### config.mk
export PLATFORM = sky130hd
export DESIGN_NAME = wdog_cfg_port
export DESIGN_NICKNAME = d
export VERILOG_FILES = /design/src/rtl/wdog_cfg_port.sv
export SDC_FILE = /design/constraint.sdc
export NUM_CORES = 1
export LEC_CHECK = 0
export ABC_AREA = 1
export BUFFER_PORTS_ARGS = -buffer_cell sky130_fd_sc_hd__buf_2
export CAP_MARGIN = 20
export CORE_MARGIN = 5
export CORE_UTILIZATION = 40
export DETAILED_ROUTE_END_ITERATION = 6
export PLACE_DENSITY_LB_ADDON = 0.12
export REMOVE_ABC_BUFFERS = 1
export SLEW_MARGIN = 20
export SYNTH_ARGS = -nofsm -noshare
export SYNTH_HDL_FRONTEND = slang
export SYNTH_SLANG_ARGS = --single-unit
### constraint.sdc
create_clock -name clk -period 3.41 [get_ports clk]
set_input_delay 1.023 -clock clk [delete_from_list [all_inputs] [get_ports clk]]
set_output_delay 1.023 -clock clk [all_outputs]
set_load 0.01 [all_outputs]
### src/rtl/wdog_cfg_port.sv
module wdog_cfg_port #(
  parameter int unsigned BUSY_CYCLES = 1000,
  parameter logic [1:0]  WD_INIT     = 2'b00
) (
  input  logic       clk,
  input  logic       rst_n,
  input  logic       sck,
  input  logic       csn,
  input  logic       si,
  output logic       so,
  output logic       so_oe,
  output logic [1:0] wd_sel
);
  localparam int CW = $clog2(BUSY_CYCLES + 1);
  localparam logic [7:0] OP_ARM = 8'h06, OP_DISARM = 8'h04, OP_WR = 8'h01, OP_RD = 8'h05;

  logic [2:0] sck_q, csn_q;
  logic [1:0] si_q;
  logic [4:0] nbits;
  logic [15:0] shreg;
  logic [15:0] shnext;
  logic latch, rd_en, fill;
  logic [7:0] obuf;
  logic [1:0] pend;
  logic [CW-1:0] bcnt;

  wire busy     = bcnt != '0;
  wire sck_rise = sck_q[1] & ~sck_q[2];
  wire sck_fall = ~sck_q[1] & sck_q[2];
  wire cs_fall  = ~csn_q[1] & csn_q[2];
  wire cs_rise  = csn_q[1] & ~csn_q[2];
  wire active   = ~csn_q[1];
  wire byte_end = active & sck_rise & (nbits == 5'd7);
  wire [7:0] opc = shnext[7:0];
  wire wr_ok = cs_rise && nbits == 5'd16 && shreg[15:8] == OP_WR && latch && !busy &&
               shreg[7:5] == 3'b000 && shreg[2:0] == 3'b000;

  assign shnext = {shreg[14:0], si_q[1]};
  assign so_oe  = active;

  always_ff @(posedge clk or negedge rst_n) begin
    if (!rst_n) begin
      sck_q <= '0;
      csn_q <= '1;
      si_q  <= '0;
    end else begin
      sck_q <= {sck_q[1:0], sck};
      csn_q <= {csn_q[1:0], csn};
      si_q  <= {si_q[0], si};
    end
  end

  always_ff @(posedge clk or negedge rst_n) begin
    if (!rst_n) begin
      nbits <= '0;
      shreg <= '0;
    end else if (cs_fall) begin
      nbits <= '0;
      shreg <= '0;
    end else if (active && sck_rise) begin
      shreg <= shnext;
      if (nbits != 5'd31) nbits <= nbits + 5'd1;
    end
  end

  always_ff @(posedge clk or negedge rst_n) begin
    if (!rst_n) begin
      latch <= 1'b0;
    end else if (busy && bcnt == CW'(1)) begin
      latch <= 1'b0;
    end else if (byte_end && !busy) begin
      if (opc == OP_ARM) latch <= 1'b1;
      else if (opc == OP_DISARM) latch <= 1'b0;
    end
  end

  always_ff @(posedge clk or negedge rst_n) begin
    if (!rst_n) begin
      bcnt   <= '0;
      pend   <= WD_INIT;
      wd_sel <= WD_INIT;
    end else if (wr_ok) begin
      bcnt <= CW'(BUSY_CYCLES);
      pend <= shreg[4:3];
    end else if (busy) begin
      bcnt <= bcnt - CW'(1);
      if (bcnt == CW'(1)) wd_sel <= pend;
    end
  end

  always_ff @(posedge clk or negedge rst_n) begin
    if (!rst_n) begin
      rd_en <= 1'b0;
      fill  <= 1'b0;
      obuf  <= '0;
      so    <= 1'b0;
    end else if (cs_fall) begin
      rd_en <= 1'b0;
      fill  <= 1'b0;
      so    <= 1'b0;
    end else if (byte_end && opc == OP_RD) begin
      rd_en <= 1'b1;
      fill  <= busy;
      obuf  <= busy ? 8'hFF : {3'b000, wd_sel, 3'b000};
    end else if (active && sck_fall && rd_en) begin
      so   <= obuf[7];
      obuf <= {obuf[6:0], fill};
    end
  end
endmodule


==> run_results.csv <==
group,metric,value,unit
detailed_routing,routedWlPerCell,12.90,um
worst_hold_path,min_path_cells,0,
cts,cts.path.max_buffers,2,
detailed_routing,viasPerCell,4.947,
cts,cts_resized,0,
floorplanning,ios,9,
placement,port_buffers,8,
logic_synthesis,synth_top_area_share,48.37,%
logic_synthesis,syn_avg_cell_area,8.227,um2
setup_path,critPathMaxStageDelay,610,ps
sta,fin_tns_setup,0,ps
setup_path,slowest_stage,"dfstp_2",
logic_synthesis,yosysMostFrequentCell,"nand2_1",
setup_path,endpoint_kind,"output port",
sta,max_freq,0.4724,GHz
flow_run,drv_cap,0,
floorplanning,die_area,0.008465,mm2
detailed_routing,num_vias,2063,
power,p_per_area,590.6,mW/mm2
setup_path,regToRegEndpoint,"shreg[11]",
sta,finalSetupViolations,0,
detailed_routing,drc,0,
setup_path,r2r-start,"csn_q[2]",
floorplanning,num_rows,29,
outcome,status,"finished, final reports clean",
floorplanning,core,0.006459,mm2
power,ir_worst_vdd,237.7,uV
global_routing,antenna_found_initial,0,
logic_synthesis,synth_edf_count,0,
logic_synthesis,async_reset_ff_share,100.0,%
floorplanning,die_h,92.01,um
power,power.leakage,0.001500,uW
sta,finalHoldViolations,0,
global_routing,grt_pass1_wl,9.522,mm
setup_path,critPathLaunch,"csn_q[1]",
logic_synthesis,synth_seq_area_share,51.30,%
setup_path,start_kind,"register",
global_routing,grt.total_usage,13.89,%
placement,dp.final_hpwl,3.831,mm
finish,antenna_cells,0,
global_routing,grt-ovfl-total,0,
cts,root_buffer,"clkbuf_8",
setup_path,worstPathArrival,1090,ps
detailed_routing,drt_iter0_markers,96,
logic_synthesis,yosys-top-cells-count,"nand2_1, dfrtp_1, inv_1",
placement,post_dp_cell_area,0.002806,mm2
detailed_routing,drt-total-wl,5.379,mm
logic_synthesis,yosysWarnings,0,
placement,place.gp.congestion,0.8408,
sta,timing.final.crit_share,62.08,%
floorplanning,start_util,41.65,%
finish,fin_util,45.27,%
sta,fin_skew,10.32,ps
worst_hold_path,hold_class,"reg2reg",
cts,cts.clk_slew.worst_paths,90,ps
logic_synthesis,netlist_area,0.002690,mm2
logic_synthesis,synth_ff_type,"dfrtp_1",
cts,cts_htree_levels,2,
sta,rsz0062_at_grt,"no",
setup_path,worstPathMaxFanout,6,
setup_path,worst-r2r-cell-count,5,
setup_path,cp-endpoint,"so_oe",
sta,whs,355.0,ps
finish,finalInstanceArea,0.002924,mm2
sta,tightest_slew,696.4,ps
setup_path,rrSetupSlack,1590,ps
logic_synthesis,synth_top_cell_by_area,"dfrtp_1",
sta,final_max_slew_viol_count,0,
sta,finalCriticalPeriod,2117,ps
sta,relSlewSlack,53.57,%
setup_path,required,2390,ps
cts,clock-sinks,55,
logic_synthesis,synth_area_leaders,"dfrtp_1, nand2_1, inv_1, nor2_1, nand3_1",
setup_path,crit_chain,"inv_2 > buf_2",
logic_synthesis,ys_ff_latch,55,
detailed_routing,drt_first_pass_iters,4,
setup_path,crit_type,"reg2out",
finish,fillers,650,
logic_synthesis,synth_cells,327,
finish,area_growth_syn_to_layout,8.698,%
cts,postCtsHoldBufs,0,
cts,cts_buffers,5,
cts,cts_tree,"yes",
global_routing,grt_max_degree,56,
global_routing,grt_pass1_vias,2016,
finish,drive_gt1_share,12.65,%
cts,clock_latency,310,ps
logic_synthesis,ys_types,29,
cts,postCtsSetupBuffers,0,
floorplanning,fp.dieW,92.01,um
finish,fin_nets,349,
detailed_routing,drt.antenna.violating_nets,0,
## layout by cell type (no fill, tap or decap), types with 2 or more instances in the layout
cell	n
nand4_1	5
dfrtp_1	52
buf_2	8
nor2_4	4
nor2_2	4
nor2_1	38
ha_1	5
dfstp_2	3
a21oi_1	7
nand3_1	28
clkbuf_8	6
o22ai_1	10
nand3_2	3
inv_1	39
o21ai_0	17
nand2_2	5
nand2_1	85
nor3_1	3
clkinv_1	2
inv_2	3
nand2_4	2
## flip-flops by register name (all words and copies together) (netlist names), 2 cells and up
| register | count |
|---|---|
| pend | 2 |
| obuf | 8 |
| wd_sel | 2 |
| csn_q | 3 |
| si_q | 2 |
| sck_q | 3 |
| nbits | 5 |
| shreg | 16 |
| bcnt | 10 |
## power breakdown
group          switching [uW]  leakage (uW)  total (uW)  internal [uW]
Sequential               32.2      0.000741         739            707
Combinational             360      0.000698         537            177
Clock                     213     0.0000612         451            238
## critical path: cells and delay by family (launching register included)
| kind | cells | cell delay, ps |
|---|---|---|
| buffers and inverters | 2 | 180 |
| DFF | 1 | 610 |
## per-stage QoR
stage	cells	power, uW	setup WS, ps
global placement	409	1288	1638
global route	417	1855	1240
floorplan	323	1157	1769
finish	417	1727	1293
detailed placement	409	1292	1608
CTS	417	1751	1271
## area by class of cell
| cell class | count | area (um2) | area share (%) |
|---|---|---|---|
| flip-flops and latches | 55 | 1380 | 47.20 |
| multi-input cells | 224 | 1117 | 38.21 |
| inverters | 44 | 165.2 | 5.648 |
| well taps | 77 | 96.34 | 3.295 |
| clock buffers | 6 | 82.58 | 2.824 |
| repair buffers | 9 | 47.55 | 1.626 |
| clock inverters | 2 | 35.03 | 1.198 |
## kinds of logic after synthesis
logic type	after synthesis	synth area share, %
and+or+nand+nor	180	30.60
DFF	55	51.30
buffers and inverters	48	7.163
AOI/OAI and AO/OA	37	7.954
adders and majority gates	5	2.326
xor gates and xnor gates	2	0.6513
## how the worst min path moves through the flow
stage	from	slack [ps]	end
3_5_place_dp	si_q[0]	340	si_q[1]
3_3_place_gp	si_q[0]	330	si_q[1]
6_report	si_q[0]	360	si_q[1]
4_1_cts	si_q[0]	360	si_q[1]
2_1_floorplan	sck_q[0]	330	sck_q[1]
5_1_grt	csn_q[0]	370	csn_q[1]
## routing by layer
layer  global-route usage, %  part of all wire, %  up-vias  wire (um)
li1                        -                    -     1062          -
met1                   18.58                   50      977       2706
met3                   2.946                  2.5        5        137
met5                       0                    0        -          0
met2                   23.11                   46       19       2483
met4                   3.342                 0.99        0         53
(Power assumes the default switching activity.)
